--- src/rtl/vfb_pkg.sv ---
package vfb_pkg;
  typedef enum logic [2:0] {
    FK_IDLE = 3'd0,
    FK_BMP  = 3'd1,
    FK_ATR  = 3'd2,
    FK_BMP1 = 3'd3,
    FK_ATR1 = 3'd4
  } fetch_kind_t;

  localparam int ADDR_W   = 13;
  localparam int FETCH_T  = 128;
  localparam logic [7:0] IDLE_BYTE = 8'hFF;
endpackage

--- src/rtl/vfb_tcount.sv ---
// Frame position counter: column within the line and line within the frame.
// The next-state values are exposed so the decode can be registered in step.
module vfb_tcount #(
  parameter int LINE_T      = 224,
  parameter int FRAME_LINES = 312,
  localparam int COL_W      = $clog2(LINE_T),
  localparam int LN_W       = $clog2(FRAME_LINES)
) (
  input  logic             clk,
  input  logic             rst,
  output logic [COL_W-1:0] col_q,
  output logic [LN_W-1:0]  line_q,
  output logic [COL_W-1:0] col_nxt,
  output logic [LN_W-1:0]  line_nxt
);
  logic col_end, line_end;

  always_comb begin
    col_end  = (col_q == COL_W'(LINE_T - 1));
    line_end = (line_q == LN_W'(FRAME_LINES - 1));
    if (rst) begin
      col_nxt  = '0;
      line_nxt = '0;
    end else if (col_end) begin
      col_nxt  = '0;
      line_nxt = line_end ? '0 : line_q + 1'b1;
    end else begin
      col_nxt  = col_q + 1'b1;
      line_nxt = line_q;
    end
  end

  always_ff @(posedge clk) begin
    col_q  <= col_nxt;
    line_q <= line_nxt;
  end

  // column wraps to zero at the end of the line
  p_col_wrap_r2: assert property (@(posedge clk) disable iff (rst)
    (col_q == COL_W'(LINE_T - 1)) |=> (col_q == '0));
  // frame wraps to line zero after the last line
  p_frame_wrap_r2: assert property (@(posedge clk) disable iff (rst)
    ((col_q == COL_W'(LINE_T - 1)) && (line_q == LN_W'(FRAME_LINES - 1)))
      |=> (line_q == '0));
endmodule

--- src/rtl/vfb_decode.sv ---
// Maps a frame position onto the fetch kind and video memory address.
module vfb_decode
  import vfb_pkg::*;
#(
  parameter int LINE_T       = 224,
  parameter int FRAME_LINES  = 312,
  parameter int FIRST_LINE   = 64,
  parameter int ACTIVE_LINES = 192,
  parameter int FETCH_START  = 0,
  parameter int ATTR_BASE    = 'h1800,
  localparam int COL_W       = $clog2(LINE_T),
  localparam int LN_W        = $clog2(FRAME_LINES),
  localparam int OFF_W       = COL_W + 1
) (
  input  logic [COL_W-1:0]  col,
  input  logic [LN_W-1:0]   line,
  input  logic              late,
  output fetch_kind_t       kind,
  output logic [ADDR_W-1:0] addr
);
  logic [OFF_W-1:0] off, rel;
  logic             in_win, in_lines;
  logic [7:0]       y;
  logic [2:0]       slot;
  logic [4:0]       cbyte;
  logic [ADDR_W-1:0] bmp_addr, atr_addr;

  always_comb begin
    off      = OFF_W'(FETCH_START) + OFF_W'(late);
    rel      = {1'b0, col} - off;
    in_win   = ({1'b0, col} >= off) && (rel < OFF_W'(FETCH_T));
    in_lines = (int'(line) >= FIRST_LINE) && (int'(line) < FIRST_LINE + ACTIVE_LINES);
    y        = 8'(int'(line) - FIRST_LINE);
    slot     = rel[2:0];
    cbyte    = {rel[6:3], slot[1]};
    bmp_addr = {y[7:6], y[2:0], y[5:3], cbyte};
    atr_addr = ADDR_W'(ATTR_BASE) + {3'b000, y[7:3], cbyte};
    kind     = FK_IDLE;
    addr     = '0;
    if (in_win && in_lines && !slot[2]) begin
      unique case (slot[1:0])
        2'd0: begin kind = FK_BMP;  addr = bmp_addr; end
        2'd1: begin kind = FK_ATR;  addr = atr_addr; end
        2'd2: begin kind = FK_BMP1; addr = bmp_addr; end
        default: begin kind = FK_ATR1; addr = atr_addr; end
      endcase
    end
  end
endmodule

--- src/rtl/vfb_float.sv ---
// Holds the byte returned by the last unattached port read.
module vfb_float
  import vfb_pkg::*;
(
  input  logic       clk,
  input  logic       rst,
  input  logic       io_rd,
  input  logic       fetching,
  input  logic [7:0] rdata,
  output logic [7:0] float_q
);
  always_ff @(posedge clk) begin
    if (rst)        float_q <= IDLE_BYTE;
    else if (io_rd) float_q <= fetching ? rdata : IDLE_BYTE;
  end

  // no read, no change
  p_hold_r10: assert property (@(posedge clk) disable iff (rst)
    !io_rd |=> $stable(float_q));
  // a read on an idle slot returns the idle byte
  p_idle_read_r8: assert property (@(posedge clk) disable iff (rst)
    (io_rd && !fetching) |=> (float_q == IDLE_BYTE));
endmodule

--- src/rtl/vfb_top.sv ---
module vfb_top
  import vfb_pkg::*;
#(
  parameter int LINE_T       = 224,
  parameter int FRAME_LINES  = 312,
  parameter int FIRST_LINE   = 64,
  parameter int ACTIVE_LINES = 192,
  parameter int FETCH_START  = 0,
  parameter int ATTR_BASE    = 'h1800
) (
  input  logic        clk,
  input  logic        rst,
  input  logic        late_mode,
  input  logic [7:0]  vram_rdata,
  input  logic        io_rd,
  output logic [12:0] fetch_addr,
  output logic [2:0]  fetch_kind,
  output logic [7:0]  bus_float
);
  localparam int COL_W = $clog2(LINE_T);
  localparam int LN_W  = $clog2(FRAME_LINES);

  logic [COL_W-1:0]  col_q, col_nxt;
  logic [LN_W-1:0]   line_q, line_nxt;
  fetch_kind_t       kind_nxt, kind_q;
  logic [ADDR_W-1:0] addr_nxt, addr_q;

  vfb_tcount #(.LINE_T(LINE_T), .FRAME_LINES(FRAME_LINES)) u_cnt (
    .clk(clk), .rst(rst),
    .col_q(col_q), .line_q(line_q),
    .col_nxt(col_nxt), .line_nxt(line_nxt)
  );

  vfb_decode #(
    .LINE_T(LINE_T), .FRAME_LINES(FRAME_LINES), .FIRST_LINE(FIRST_LINE),
    .ACTIVE_LINES(ACTIVE_LINES), .FETCH_START(FETCH_START), .ATTR_BASE(ATTR_BASE)
  ) u_dec (
    .col(col_nxt), .line(line_nxt), .late(late_mode),
    .kind(kind_nxt), .addr(addr_nxt)
  );

  // Registered outputs describe the T-state the counter now holds
  always_ff @(posedge clk) begin
    kind_q <= kind_nxt;
    addr_q <= addr_nxt;
  end

  vfb_float u_flt (
    .clk(clk), .rst(rst), .io_rd(io_rd),
    .fetching(kind_q != FK_IDLE), .rdata(vram_rdata),
    .float_q(bus_float)
  );

  assign fetch_kind = kind_q;
  assign fetch_addr = addr_q;

  // fixed order inside a group of fetches
  p_bmp_then_atr_r3: assert property (@(posedge clk) disable iff (rst)
    (kind_q == FK_BMP) |=> (kind_q == FK_ATR));
  p_atr_then_bmp1_r3: assert property (@(posedge clk) disable iff (rst)
    (kind_q == FK_ATR) |=> (kind_q == FK_BMP1));
  p_bmp1_then_atr1_r3: assert property (@(posedge clk) disable iff (rst)
    (kind_q == FK_BMP1) |=> (kind_q == FK_ATR1));
  p_atr1_then_idle_r3: assert property (@(posedge clk) disable iff (rst)
    (kind_q == FK_ATR1) |=> (kind_q == FK_IDLE));
  // attribute fetches land in the attribute area
  p_atr_area_r6: assert property (@(posedge clk) disable iff (rst)
    ((kind_q == FK_ATR) || (kind_q == FK_ATR1)) |-> (addr_q >= ADDR_W'(ATTR_BASE)));
  // idle slots drive a zero address
  p_idle_addr_r1: assert property (@(posedge clk) disable iff (rst)
    (kind_q == FK_IDLE) |-> (addr_q == '0));
endmodule

--- config.mk ---
export PLATFORM = sky130hd
export DESIGN_NAME = vfb_top
export DESIGN_NICKNAME = d
export VERILOG_FILES = /design/src/rtl/vfb_pkg.sv /design/src/rtl/vfb_tcount.sv /design/src/rtl/vfb_decode.sv /design/src/rtl/vfb_float.sv /design/src/rtl/vfb_top.sv
export SDC_FILE = /design/constraint.sdc
export NUM_CORES = 1
export LEC_CHECK = 0
export CAP_MARGIN = 15
export CELL_PAD_IN_SITES_DETAIL_PLACEMENT = 2
export CELL_PAD_IN_SITES_GLOBAL_PLACEMENT = 2
export CORE_MARGIN = 2
export CORE_UTILIZATION = 33
export DETAILED_ROUTE_END_ITERATION = 8
export MAX_ROUTING_LAYER = met4
export PLACE_DENSITY = 0.89
export SYNTH_ARGS = -nofsm -noshare
export SYNTH_HDL_FRONTEND = slang
export SYNTH_HIERARCHICAL = 1
export SYNTH_SLANG_ARGS = --single-unit
--- constraint.sdc ---
create_clock -name clk -period 8.3 [get_ports clk]
set_input_delay 2.49 -clock clk [delete_from_list [all_inputs] [get_ports clk]]
set_output_delay 2.49 -clock clk [all_outputs]
set_load 0.005 [all_outputs]
Yosys cells after proc, flatten, opt, wreduce, memory -nomap -nowiden

Index checks and enable logic that the tools add are counted.

Output and inout port bits: 24
Register bits: 41
Bits of input ports: 12

$add $sub $neg: 5
Reduce and logical (&&, ||, !) cells: 8
$lt $le $gt $ge: 4
Muxes and demuxes: 8
Equal/unequal tests: 4

Operators by type and width:

| operator                                                    | number |
|---|---|
| two-way mux 9 bit                                           | 3 |
| two-way mux 8 bit                                           | 3 |
| adder 12 x 11 -> 13 bit (first input constant)              | 1 |
| two-way mux 13 bit                                          | 1 |
| adder 9 x 1 -> 9 bit (second input constant)                | 1 |
| == test 9 bit (second input constant)                       | 1 |
| >= comparator 9 x 7 -> 1 bit (second input constant)        | 1 |
| less-than comparator 9 x 8 -> 1 bit (second input constant) | 1 |
| less-than comparator 9 bit (second input constant)          | 1 |
| case mux 3 bit (3 select lines)                             | 1 |
| subtractor 8 x 1 -> 9 bit                                   | 1 |
| adder 8 x 1 -> 8 bit (second input constant)                | 1 |
| == test 8 bit (second input constant)                       | 1 |
| >= comparator 8 x 1 -> 1 bit                                | 1 |
| subtractor 8 x 7 -> 8 bit (second input constant)           | 1 |
| logical AND 1 bit                                           | 4 |
| nonzero test 3 bit                                          | 1 |
| == test 2 x 1 -> 1 bit (second input constant)              | 1 |
| == test 2 bit (second input constant)                       | 1 |
| zero test 2 bit                                             | 1 |
| OR reduction 2 bit                                          | 1 |
| zero test 1 bit                                             | 1 |

Longest topological paths before layout

Depth after elaboration: 8
Mapped depth: 13
Depth with buffers taken out: 11

Hierarchy

Netlist, hierarchy kept.

By module, submodules not included:

| module     | area an instance (um^2) | sequential area each (um^2) | times used | cells each |
|---|---|---|---|---|
| vfb_tcount | 809.5                   | 340.3                       | 1          | 88 |
| vfb_decode | 377.9                   | 0.0                         | 1          | 55 |
| vfb_float  | 344.1                   | 160.2                       | 1          | 36 |
| vfb_top    | 326.6                   | 320.3                       | 1          | 17 |

Least setup slack after synthesis

No wires, ideal clock.

Path type: input -> register
Start point: in rst
End point: reg addr_q[4] (netlist: fetch_addr[4])
Stages on the path: 9
Setup time: 0.115 ns
Arrival: 4.269 ns
Path slack: 3.916 ns
Data required time: 8.185 ns
Cells stage by stage: clkbuf_1 nor3_1 inv_1 ha_1 or3b_4 or4_4 nand4_4 buf_12 nor2_2

Longest elaborated chain between the ends: 6
Elaborated cells on any way between the ends: 17
Classes of those cells: add/sub: 2; order compare: 4; eq/ne: 1; mux: 3; reduce/logical: 7

RTL lines:

| item                                                            | RTL line         | text |
|---|---|---|
| start: declaration                                              | vfb_top.sv:12    | `input logic rst,` |
| two-way mux 8 bit (*)                                           | vfb_tcount.sv:21 | `if (rst) begin` |
| named net col_nxt[0]                                            | vfb_top.sv:23    | `logic [COL_W-1:0] col_q, col_nxt;` |
| branches (longest 5 deep; another with adder 12 x 11 -> 13 bit) | -                |  |
| end signal: assignment                                          | vfb_top.sv:45    | `addr_q <= addr_nxt;` |
| end: declaration                                                | vfb_top.sv:26    | `logic [ADDR_W-1:0] addr_nxt, addr_q;` |

Mark *: on every way through the listed nets, which the timed path passes.
A chain may end at the register's enable or synchronous reset.

Worst setup path after layout

Start point: in rst
End point: reg kind_q[0] (netlist: fetch_kind[0])

Elaborated cells on any way between the ends: 16
Classes of those cells: add/sub: 1; order compare: 4; eq/ne: 2; mux: 3; reduce/logical: 6

RTL lines:

| item                                                                       | RTL line         | text |
|---|---|---|
| two-way mux 9 bit (*)                                                      | vfb_tcount.sv:21 |  |
| named net line_nxt[6]                                                      | vfb_top.sv:24    | `logic [LN_W-1:0] line_q, line_nxt;` |
| >= comparator 9 x 7 -> 1 bit or less-than comparator 9 bit (tied branches) | vfb_decode.sv:32 | `in_lines = (int'(line) >= FIRST_LINE) && (int'(line) < FIRST_LINE + ACTIVE_LINES);` |
| logical AND 1 bit (*)                                                      | vfb_decode.sv:32 |  |
| logical AND 1 bit (*) (2 in series)                                        | vfb_decode.sv:40 | `if (in_win && in_lines && !slot[2]) begin` |
| end signal: assignment                                                     | vfb_top.sv:44    | `kind_q <= kind_nxt;` |
| end: declaration                                                           | vfb_top.sv:25    | `fetch_kind_t kind_nxt, kind_q;` |

The timed path passes the listed nets; every way through them passes the cells marked *.

==> flow_metrics.env <==
export IMPL_regToRegSetupSlack_ps=4810
export IMPL_yosys_most_used_dff="sky130_fd_sc_hd__dfxtp_1"
export IMPL_critical_path_sink_type="flip-flop"
export IMPL_rsz0062_at_grt="false"
export IMPL_grt_util_all_layers_pct=19.5
export IMPL_final_setup_skew_ps=6.47
export IMPL_root_driver="sky130_fd_sc_hd__clkbuf_8"
export IMPL_mostFrequentLayoutCell="sky130_fd_sc_hd__dfxtp_1"
export IMPL_synth_edff_count=0
export IMPL_area_growth_syn_to_layout_pct=25.6
export IMPL_report_final_hold_viol_count=0
export IMPL_area_sequential_um2=821
export IMPL_worstPathRequired_ps=8500
export IMPL_critical_path_reg2reg_endpoint="fetch_kind[0]"
export IMPL_post_synth_instance_area_um2=1860
export IMPL_filler_cell_count=618
export IMPL_io_pin_count=36
export IMPL_cts_bufs_inserted=5
export IMPL_dp_hpwl_um=4080
export IMPL_core_region_area_um2=5470
export IMPL_grt_start_max_net_pins=29
export IMPL_wl_cell_um=17.9
export IMPL_whs_ps=508
export IMPL_post_cts_resized_instances=0
export IMPL_timing_final_max_slew_violations=0
export IMPL_cts_root_to_sink_buffers=2
export IMPL_timing_final_crit_period_ps=5260
export IMPL_antenna_found_initial=0
export IMPL_syn_inst=196
export IMPL_drtPass1Iterations=4
export IMPL_die_height_um=79.0
export IMPL_layout_common_cells="sky130_fd_sc_hd__dfxtp_1, sky130_fd_sc_hd__clkdlybuf4s50_1, sky130_fd_sc_hd__nor2_1"
export IMPL_leakagePower_nw=0.832
export IMPL_std_cell_rows=27
export IMPL_peakVddDrop_v=0.0000848
export IMPL_cts_hold_buffers=0
export IMPL_endpoint_worst_hold="u_flt/float_q[3]"
export IMPL_dpl_instance_area_um2=2230
export IMPL_htreeDepth=2
export IMPL_tightest_slew_ps=991
export IMPL_pwr_dens_nw_per_um2=160
export IMPL_post_detailed_routing_wire_length_um=5450
export IMPL_antenna_cells_inserted=0
export IMPL_cap_violations=0
export IMPL_reg2regPathDepth=10
export IMPL_routed_via_density=5.02
export IMPL_min_path_type="flip-flop to flip-flop"
export IMPL_timing_final_setup_violations=0
export IMPL_yosys_top_cells_area="sky130_fd_sc_hd__dfxtp_1, sky130_fd_sc_hd__xnor2_1, sky130_fd_sc_hd__nor2_1, sky130_fd_sc_hd__nor3_1, sky130_fd_sc_hd__ha_1"
export IMPL_globalRouteOverflowTotal=0
export IMPL_synth_yosys_seq_area_share_pct=44.2
export IMPL_yosys_warns=6
export IMPL_fmax_mhz=190
export IMPL_async_flop_share_pct=0
export IMPL_synthDominantAreaCellType="sky130_fd_sc_hd__dfxtp_1"
export IMPL_drive_above_1_share_pct=15.9
export IMPL_drt_initial_drc_count=34
export IMPL_totalNegativeSetupSlack_ps=0
export IMPL_number_of_global_route_vias_before_repair=1680
export IMPL_grt_first_pass_wirelength_um=9000
export IMPL_die_w_um=79.0
export IMPL_netlist_cell_type_count=41
export IMPL_slew_headroom_pct=33.8
export IMPL_ys_ff_latch=41
export IMPL_finish_net_count=249
export IMPL_worst_setup_hold_path_clk_slew_ps=70
export IMPL_avg_cell_area_syn_um2=9.48
export IMPL_design_die_area_um2=6250
export IMPL_min_delay_path_depth=2
export IMPL_hold_path_startpoint="u_flt/float_q[3]"
export IMPL_layout_worst_path_cycle_share_pct=63.4
export IMPL_cts_tree="yes"
export IMPL_timing_critical_path_arrival_ps=5460
export IMPL_num_vias=1526
export IMPL_port_buffers=35
export IMPL_final_area_um2=2330
export IMPL_ant_nets=0
export IMPL_timing_setup_critical_path_class="primary input to flip-flop"
export IMPL_cp_start_kind="primary input"
export IMPL_initial_utilization_pct=34.0
export IMPL_critical_path_peak_fanout=28
export IMPL_run_status="complete, no violations"
export IMPL_clock_insertion_delay_worst_skew_ps=290
export IMPL_synthesis_nets=214
export IMPL_place_gp_congestion=0.812
export IMPL_crit_reg2reg_launch="u_cnt/col_q[0]"
export IMPL_numClockSinks=41
export IMPL_multi_input_comb_area_um2=922
export IMPL_post_cts_setup_buffer_count=0
export IMPL_number_of_design_rule_violations_left_after_detail_routing=0
export IMPL_netlist_area_leader_share_pct=44.2
==> metal layers <==
metal | GRT usage (%) | up-vias | part of all wire [%]
met5 | - | - | 0
met4 | 4.83 | 0 | 1.3
met3 | 3.86 | 7 | 2.3
met2 | 35.1 | 22 | 55
met1 | 22.3 | 767 | 42
li1 | - | 730 | -
==> report_power, final <==
| group | total (mW) | switching, mW | internal (mW) |
|---|---|---|---|
| Combinational | 0.0308 | 0.0173 | 0.0135 |
| Clock | 0.144 | 0.0684 | 0.0752 |
| Sequential | 0.199 | 0.00128 | 0.198 |
==> critical path, cell delays in order <==
cell and delay (ps):
sky130_fd_sc_hd__clkdlybuf4s50_1 910, sky130_fd_sc_hd__o21bai_4 450, sky130_fd_sc_hd__nor2_1 350, sky130_fd_sc_hd__ha_1 210
sky130_fd_sc_hd__nor4b_1 290, sky130_fd_sc_hd__a211o_1 220, sky130_fd_sc_hd__nand4_4 280, sky130_fd_sc_hd__nor3_1 250
==> per-stage QoR <==
stage               setup WS [ps]  cells  power (mW)  util (%)
finish                       3040    304       0.373      42.6
global route                 2800    304       0.390      42.6
CTS                          3010    304       0.378      42.6
detailed placement           2710    296       0.234      40.8
global placement             2850    296       0.232      40.8
floorplan                    3920    196       0.224         -
==> synthesized netlist by cell type, drive strengths merged (3+ instances only) <==
cell     n
inv     13
nand3    6
nor2    37
xnor2   12
buf      5
dfxtp   41
nand3b   3
nor3    17
or3      3
a21oi   13
ha       6
nor4     4
nand4    4
nand2    7
xor2     4
==> kinds of logic after synthesis <==
kind of cell,Yosys count,synth area share [%]
compound gates,20,8.35
xor+xnor,16,7.54
fa+ha+maj,6,4.04
buf+inv,20,6.20
flops,41,44.2
mux,1,0.539
simple gates,92,29.2
==> flip-flops by register name (all words and copies together), names as in the netlist <==
| signal | flops |
|---|---|
| fetch_addr | 13 |
| fetch_kind | 3 |
| u_cnt/col_q | 8 |
| u_cnt/line_q | 9 |
| u_flt/float_q | 8 |
==> cell type report <==
type	instances	share of cell area (%)
multi-input cells	135	39.5
clock inverters	1	0.214
well taps	72	3.86
flip-flops and latches	41	35.2
repair buffers	35	15.0
inverters	13	2.09
clock buffers	7	4.13
==> how the worst max path moves through the flow <==
stage | depth (start not counted) | slack (ps) | end | start
floorplan | 9 | 3920 | fetch_addr[4] | rst
global placement | 8 | 2850 | fetch_addr[3] | rst
detailed placement | 8 | 2710 | fetch_kind[0] | rst
CTS | 8 | 3010 | fetch_kind[0] | rst
global route | 8 | 2800 | fetch_kind[0] | rst
finish | 8 | 3040 | fetch_kind[0] | rst
No activity file was read; power rests on OpenSTA's default activity.
